File: config.mk
export PLATFORM = sky130hd
export DESIGN_NAME = alu_core
export DESIGN_NICKNAME = d
export VERILOG_FILES = /design/src/rtl/alu_pkg.sv /design/src/rtl/alu_addsub.sv /design/src/rtl/alu_mul.sv /design/src/rtl/alu_shift.sv /design/src/rtl/alu_bitwise.sv /design/src/rtl/alu_core.sv
export SDC_FILE = /design/constraint.sdc
export NUM_CORES = 2
export LEC_CHECK = 0
export BUFFER_PORTS_ARGS = -buffer_cell sky130_fd_sc_hd__buf_2
export CAP_MARGIN = 20
export CELL_PAD_IN_SITES_DETAIL_PLACEMENT = 2
export CELL_PAD_IN_SITES_GLOBAL_PLACEMENT = 2
export CORE_MARGIN = 3
export CORE_UTILIZATION = 31
export DETAILED_ROUTE_END_ITERATION = 10
export GPL_ROUTABILITY_DRIVEN = 0
export PLACE_DENSITY = 0.69
export SYNTH_ARGS = -nofsm -noshare
export SYNTH_HDL_FRONTEND = slang
export SYNTH_SLANG_ARGS = --single-unit
File: constraint.sdc
create_clock -name vclk -period 17.6
set_clock_uncertainty 0.15 [all_clocks]
set_input_delay 5.28 -clock vclk [all_inputs]
set_output_delay 5.28 -clock vclk [all_outputs]
set_load 0.02 [all_outputs]
File: src/rtl/alu_pkg.sv
package alu_pkg;

    localparam int unsigned OPC_W = 6;

    typedef enum logic [OPC_W-1:0] {
        OP_NONE = 6'd0,
        OP_ADD  = 6'd1,
        OP_SUB  = 6'd2,
        OP_MUL  = 6'd3,
        OP_SRL  = 6'd4,
        OP_SLL  = 6'd5,
        OP_AND  = 6'd6,
        OP_OR   = 6'd7,
        OP_NOR  = 6'd8,
        OP_SLT  = 6'd9
    } alu_op_e;

endpackage

File: src/rtl/alu_addsub.sv
module alu_addsub #(
    parameter int unsigned DATA_W = 32
) (
    input  logic [DATA_W-1:0] a_i,
    input  logic [DATA_W-1:0] b_i,
    input  logic              sub_i,
    output logic [DATA_W-1:0] sum_o,
    output logic              ovf_o
);
    localparam int unsigned MSB = DATA_W - 1;

    logic [DATA_W-1:0] b_x;

    always_comb begin
        b_x   = sub_i ? ~b_i : b_i;
        sum_o = a_i + b_x + {{(DATA_W-1){1'b0}}, sub_i};
        ovf_o = (a_i[MSB] == b_x[MSB]) && (sum_o[MSB] != a_i[MSB]);
    end

    // The difference added back to B must give A.
    always_comb begin
        if (sub_i) begin
            assert_sub_inverse_R2: assert ((sum_o + b_i) == a_i)
                else $error("difference does not invert");
        end
    end

endmodule

File: src/rtl/alu_mul.sv
module alu_mul #(
    parameter int unsigned DATA_W = 32
) (
    input  logic [DATA_W-1:0] a_i,
    input  logic [DATA_W-1:0] b_i,
    output logic [DATA_W-1:0] prod_o
);
    always_comb begin
        prod_o = a_i * b_i;
    end

    always_comb begin
        if (b_i == {{(DATA_W-1){1'b0}}, 1'b1}) begin
            assert_mul_identity_R3: assert (prod_o == a_i)
                else $error("product by one differs from operand");
        end
    end

endmodule

File: src/rtl/alu_shift.sv
module alu_shift #(
    parameter int unsigned DATA_W = 32,
    parameter int unsigned AMT_W  = $clog2(DATA_W)
) (
    input  logic [DATA_W-1:0] val_i,
    input  logic [AMT_W-1:0]  amt_i,
    input  logic              left_i,
    output logic [DATA_W-1:0] val_o
);
    logic [DATA_W-1:0] val_rev;
    logic [DATA_W-1:0] stage [AMT_W+1];
    logic [DATA_W-1:0] out_rev;

    // Mirror the bits so that one left-shifting ladder serves both directions.
    for (genvar i = 0; i < DATA_W; i++) begin : g_rev
        assign val_rev[i] = val_i[DATA_W-1-i];
        assign out_rev[i] = stage[AMT_W][DATA_W-1-i];
    end

    assign stage[0] = left_i ? val_i : val_rev;

    for (genvar s = 0; s < AMT_W; s++) begin : g_stage
        assign stage[s+1] = amt_i[s] ? (stage[s] << (1 << s)) : stage[s];
    end

    assign val_o = left_i ? stage[AMT_W] : out_rev;

    always_comb begin
        assert_shift_ones_R4: assert ($countones(val_o) <= $countones(val_i))
            else $error("logical shift created set bits");
        if (amt_i == '0) begin
            assert_shift_zero_R5: assert (val_o == val_i)
                else $error("zero-distance shift altered value");
        end
    end

endmodule

File: src/rtl/alu_bitwise.sv
module alu_bitwise #(
    parameter int unsigned DATA_W = 32
) (
    input  logic [DATA_W-1:0] a_i,
    input  logic [DATA_W-1:0] b_i,
    output logic [DATA_W-1:0] and_o,
    output logic [DATA_W-1:0] or_o,
    output logic [DATA_W-1:0] nor_o
);
    always_comb begin
        and_o = a_i & b_i;
        or_o  = a_i | b_i;
        nor_o = ~or_o;
    end

    always_comb begin
        assert_and_within_or_R6: assert ((and_o & ~or_o) == '0)
            else $error("AND bit set outside OR");
    end

endmodule

File: src/rtl/alu_core.sv
module alu_core
    import alu_pkg::*;
#(
    parameter int unsigned DATA_W = 32
) (
    input  logic [OPC_W-1:0]  opc_i,
    input  logic [DATA_W-1:0] opa_i,
    input  logic [DATA_W-1:0] opb_i,
    output logic [DATA_W-1:0] res_o,
    output logic              zero_o
);
    localparam int unsigned AMT_W = $clog2(DATA_W);
    localparam int unsigned MSB   = DATA_W - 1;

    typedef struct packed {
        logic [DATA_W-1:0] res;
        logic              zero;
    } alu_out_t;

    logic              sub_sel;
    logic              left_sel;
    logic [DATA_W-1:0] sum;
    logic              ovf;
    logic [DATA_W-1:0] prod;
    logic [DATA_W-1:0] shifted;
    logic [DATA_W-1:0] r_and;
    logic [DATA_W-1:0] r_or;
    logic [DATA_W-1:0] r_nor;
    logic              less;
    alu_out_t          out_d;

    // Set-less-than and subtract share the single adder.
    assign sub_sel  = (opc_i == OP_SUB) || (opc_i == OP_SLT);
    assign left_sel = (opc_i == OP_SLL);

    alu_addsub #(.DATA_W(DATA_W)) addsub_i (
        .a_i   (opa_i),
        .b_i   (opb_i),
        .sub_i (sub_sel),
        .sum_o (sum),
        .ovf_o (ovf)
    );

    alu_mul #(.DATA_W(DATA_W)) mul_i (
        .a_i    (opa_i),
        .b_i    (opb_i),
        .prod_o (prod)
    );

    alu_shift #(.DATA_W(DATA_W), .AMT_W(AMT_W)) shift_i (
        .val_i  (opa_i),
        .amt_i  (opb_i[AMT_W-1:0]),
        .left_i (left_sel),
        .val_o  (shifted)
    );

    alu_bitwise #(.DATA_W(DATA_W)) bitwise_i (
        .a_i   (opa_i),
        .b_i   (opb_i),
        .and_o (r_and),
        .or_o  (r_or),
        .nor_o (r_nor)
    );

    // Signed order: sign of the difference, corrected when it overflowed.
    assign less = sum[MSB] ^ ovf;

    always_comb begin
        out_d = '0;
        case (opc_i)
            OP_ADD,
            OP_SUB:  out_d.res = sum;
            OP_MUL:  out_d.res = prod;
            OP_SRL,
            OP_SLL:  out_d.res = shifted;
            OP_AND:  out_d.res = r_and;
            OP_OR:   out_d.res = r_or;
            OP_NOR:  out_d.res = r_nor;
            OP_SLT:  out_d.res = {{(DATA_W-1){1'b0}}, less};
            default: out_d.res = '0;
        endcase
        out_d.zero = (out_d.res == '0);
    end

    assign res_o  = out_d.res;
    assign zero_o = out_d.zero;

    always_comb begin
        if (opc_i == OP_SLT) begin
            assert_slt_bit0_only_R7: assert (res_o[DATA_W-1:1] == '0)
                else $error("compare set upper result bits");
        end
        if ((opc_i == OP_NONE) || (opc_i > OP_SLT)) begin
            assert_undef_code_zero_R8: assert (zero_o && (res_o == '0))
                else $error("undefined code gave nonzero result");
        end
        if (sub_sel && (opa_i == opb_i)) begin
            assert_equal_sets_zero_R9: assert (zero_o)
                else $error("equal compare without zero flag");
        end
    end

endmodule

# --- Yosys cells after proc, flatten, opt, wreduce, memory -nomap -nowiden ---
# Index checks and enable logic that the tools add are counted.
totals:
  latch_bits: 0
  input_bits: 70
  memories: 0
  ram_bits: 0
  regBits: 0
  out_inout_bits: 33
  mem_bits_ro: 0
op_classes:
  mul: 1
  muxes: 9
  n_eq_ne: 11
  n_addsub: 2
  div_mod_pow: 0
  order_cmp: 0
  shift: 0
  bitwise: 5
  reduce_logical: 5
ops:
  columns: ["op", "n"]
  rows:
  - ["32-bit two-way mux", 8]
  - ["32-bit case mux with 7 select lines", 1]
  - ["32-bit NOT", 2]
  - ["32-bit by 1-bit adder with 32-bit output", 1]
  - ["32-bit adder", 1]
  - ["32-bit AND", 1]
  - ["32-bit zero test", 1]
  - ["32-bit by 32-bit multiplier with 32-bit output", 1]
  - ["32-bit OR", 1]
  - ["6-bit by 3-bit == test with 1-bit output (second input constant)", 4]
  - ["6-bit by 2-bit == test with 1-bit output (second input constant)", 2]
  - ["6-bit by 4-bit == test with 1-bit output (second input constant)", 2]
  - ["6-bit by 1-bit == test with 1-bit output (second input constant)", 1]
  - ["2-bit OR reduction", 2]
  - ["1-bit == test", 1]
  - ["1-bit logical AND", 1]
  - ["1-bit logical OR", 1]
  - ["1-bit != test", 1]
  - ["1-bit bitwise XOR", 1]

# --- Longest topological paths before layout ---
depth:
  depth_word: 10
  ltp_mapped: 33

# --- Hierarchy ---
# A second synthesis with hierarchy kept.
unflattened:
  hier_cells: 2728
  area_unflattened_um2: 23560.1
by_module_without_submodules:
  columns: ["module", "instances", "cells_per_inst", "area_each_um2"]
  rows:
  - ["alu_mul", 1, 1717, 15817.7]
  - ["alu_shift", 1, 343, 2985.4]
  - ["alu_core", 1, 286, 2148.3]
  - ["alu_addsub", 1, 286, 2048.2]
  - ["alu_bitwise", 1, 96, 560.5]

# --- Least setup slack after synthesis ---
# Ideal clock, no wire load.
synth_path:
  kind: "input to output"
  start: "in opb_i[3]"
  end: "out zero_o"
  path_slack_ns: -1.748
  n_path_buf: 5
  cell_stages: 28
  arrival_ns: 13.918
  t_required_ns: 12.170
  cell_sequence: "clkbuf_1 clkbuf_1 buf_1 clkbuf_1 clkbuf_1 nand2_1 fa_1 inv_1 fa_1 inv_1 fa_1 fa_1 inv_1 fa_1 fa_1 fa_1 fa_1 ha_1 and4_1 and3_1 and3_1 a221o_1 nor2_1 xnor2_1 a221oi_1 o311ai_0 or3_1 nor4bb_1"
synth_between:
  word_cells_on_any_way: 16
  cone_classes: "add/sub (2); mul (1); eq/ne (1); mux (5); bitwise (5); reduce/logical (2)"
synth_rtl:
  columns: ["element", "line", "source"]
  rows:
  - ["from (decl)", "alu_core.sv:8", "input logic [DATA_W-1:0] opb_i,"]
  - ["32-bit NOT", "alu_addsub.sv:15", "b_x = sub_i ? ~b_i : b_i;"]
  - ["32-bit two-way mux", "alu_addsub.sv:15", null]
  - ["32-bit adder", "alu_addsub.sv:16", "sum_o = a_i + b_x + {{(DATA_W-1){1'b0}}, sub_i};"]
  - ["32-bit by 1-bit adder with 32-bit output", "alu_addsub.sv:16", null]
  - ["32-bit case mux with 7 select lines *", "alu_core.sv:70", "case (opc_i)"]
  - ["named net res_o[29]", "alu_core.sv:9", "output logic [DATA_W-1:0] res_o,"]
  - ["32-bit zero test *", "alu_core.sv:82", "out_d.zero = (out_d.res == '0);"]
  - ["to (decl)", "alu_core.sv:10", "output logic zero_o"]
# Mark *: on every way through the listed nets, which the timed path passes. The rest lies on a longest branch.

# --- Final worst setup path ---
layout_path:
  start: "in opb_i[3]"
  end: "out zero_o"
layout_between:
  elab_chain_cells: 9
  word_cells_on_any_way: 16
  cone_classes: "add/sub (2); mul (1); eq/ne (1); mux (5); bitwise (5); reduce/logical (2)"
layout_lines:
  columns: ["element", "line", "source"]
  rows:
  - ["32-bit NOT", "alu_addsub.sv:15", null]
  - ["32-bit two-way mux", "alu_addsub.sv:15", null]
  - ["32-bit adder", "alu_addsub.sv:16", null]
  - ["32-bit by 1-bit adder with 32-bit output", "alu_addsub.sv:16", null]
  - ["1-bit != test", "alu_addsub.sv:17", "ovf_o = (a_i[MSB] == b_x[MSB]) && (sum_o[MSB] != a_i[MSB]);"]
  - ["1-bit logical AND", "alu_addsub.sv:17", null]
  - ["1-bit bitwise XOR", "alu_core.sv:66", "assign less = sum[MSB] ^ ovf;"]
  - ["32-bit case mux with 7 select lines *", "alu_core.sv:70", null]
  - ["32-bit zero test *", "alu_core.sv:82", null]
# Mark *: on every way between the ends. The rest lies on a longest branch, timed or not.

==> impl_metrics.tcl <==
set metrics [dict create \
    status "complete, but fails checks" \
    violations "negative setup slack" \
    seqCellArea_um2 0 \
    max_freq_mhz 53.0 \
    antenna_found_initial 3 \
    vias 21662 \
    crit_start "opb_i[3]" \
    crit_path_end_kind "output port" \
    final_area_um2 26600 \
    rsz0062_at_grt "yes" \
    crit_top_cell "ha_1" \
    finalMaxSlewViolations 0 \
    slew_headroom 0.352 \
    drt_iter0_markers 1744 \
    critPathLaunchType "primary input" \
    yosys.cell_count.top_type "fa_1" \
    worst_slack_ns -1.25 \
    yosys.area.top_type_share 0.378 \
    antenna_left 0 \
    cpPeakStageDelay_ns 0.55 \
    rows 96 \
    tightest_slew_ns 0.969 \
    hpwl_um 90600 \
    postSynthCellCount 2606 \
    port-buffer-count 103 \
    routed_wl_um 112000 \
    min_from "opb_i[31]" \
    viasPerCell 5.70 \
    clock_buffers 0 \
    core-area_um2 68900 \
    die_area_um2 73100 \
    fin_crit_ns 18.85 \
    yosys-top-cells-area "fa_1, and2_1, ha_1, inv_1, nand2_1" \
    drt-met1-wl_um 44100 \
    wl_met3_um 8110 \
    first_global_vias 24941 \
    drive_gt1_frac 0.222 \
    netlist_area_um2 21700 \
    io-pin-count 103 \
    synth_area_per_cell_um2 8.32 \
    grtUsageTotal 0.297 \
    met2WireLength_um 53800 \
    critPathSlowestCell "fa_1" \
    min_path_type "in -> out" \
    post-route-period-util 1.07 \
    firstDrtPassIters 6 \
    post-route-drc-count 0 \
    synth_nets 3240 \
    yosysWarnings 0 \
    nets 3502 \
    yosys-top-cells-count "fa_1, inv_1, and2_1, nand2_1, clkbuf_1" \
    cp.required_ns 12.17 \
    die-height_um 270 \
    area_growth_pct 22.7 \
    fillers 7733 \
    grt_max_degree 33 \
    arrival_ns 13.42 \
    finalSetupViolations 10 \
    place_area_um2 25300 \
    hold_viol 0 \
    wl_per_cell_um 29.6 \
    grt_overflow_total 0 \
    synth_cell_types 82 \
    criticalPathCategory "in -> out" \
    yosysTopAreaCell "fa_1" \
    n_sequential_cell 0 \
    start_util 0.314 \
    grt_pass1_wl_um 164000 \
    hold_buffers 0 \
    highest_layer "met4" \
    ys_seq_area_frac 0 \
    maxCapViolCount 0 \
    die_w_um 270 \
    cp_max_fo 5 \
    cp-endpoint "zero_o" \
]
metrics by stage:
stage	setup WS [ns]	TNS [ns]	utilization	instances	hold slack, ns
after floorplan	-0.685	-0.685	-	2606	10.68
final	-1.25	-3.66	0.386	3803	11.10
after detailed placement	-1.35	-7.00	0.367	3768	11.08
after global routing	-1.46	-5.27	0.385	3797	11.19
after global placement	-1.25	-4.49	0.367	3768	11.03
after CTS	-0.938	-2.07	0.379	3786	11.09
logic make-up after synthesis:
group | share of synthesized area
AO/OA/AOI/OAI | 0.134
XOR/XNOR | 0.0545
adder cells (fa/ha/maj) | 0.469
buffers and inverters | 0.101
multiplexers | 0.0345
AND/OR/NAND/NOR | 0.207
metal layers:
layer	vias up	GRT usage
li1	8950	-
met1	11427	0.377
met2	995	0.507
met3	290	0.0396
met4	0	0.126
met5	-	0
critical path: cells and delay by family:
kind,cells,cell delay [ns]
adder cells (fa/ha/maj),9,3.56
AND/OR/NAND/NOR,7,2.24
buffers and inverters,7,1.13
AO/OA/AOI/OAI,5,1.05
XOR/XNOR,1,0.15
cell type report:
type               count  area, um2  share of cell area
diodes                 6       15.0            0.000565
inverters            393       1480              0.0555
multi-input cells   2025      20400               0.766
well taps            931       1160              0.0438
repair buffers       448       3570               0.134
how the worst min path moves through the flow:
stage | to | depth (start not counted)
after floorplan | res_o[0] | 3
after global placement | res_o[0] | 4
after detailed placement | res_o[0] | 4
after CTS | res_o[0] | 4
after global routing | res_o[0] | 4
final | res_o[0] | 4
cells in the final DEF, fill, tap and decap left out, types with 11 or more instances in the layout:
cell	netlist	final
a211oi_1	26	21
a21o_1	19	19
a21oi_1	77	68
a221oi_1	16	14
a22o_1	16	16
a22oi_1	29	29
and2_1	317	306
and2_4	0	12
and3_1	15	12
buf_12	0	15
buf_2	2	63
buf_4	1	325
buf_6	1	36
fa_1	409	389
fa_2	0	20
ha_1	155	135
ha_4	0	20
inv_1	392	381
inv_2	0	11
mux2i_1	15	15
mux4_2	23	23
nand2_1	317	313
nand2b_1	21	21
nand3_1	29	26
nand4_1	11	11
nor2_1	64	57
nor2b_1	18	17
nor3_1	28	23
o211ai_1	45	45
o21ai_0	44	35
o22ai_1	13	13
o311ai_0	22	19
xnor2_1	103	97
xor2_1	32	29
what timing repair did:
action                     CTS  global route
pin swaps                   97            51
buffers inserted            18            10
gates cloned                 1             0
resized for setup          157            84
setup endpoints to repair   14            15
Power is left out: the tool's default activity adds up to more than one toggle a clock period on the data nets, which glitch-free logic cannot reach.
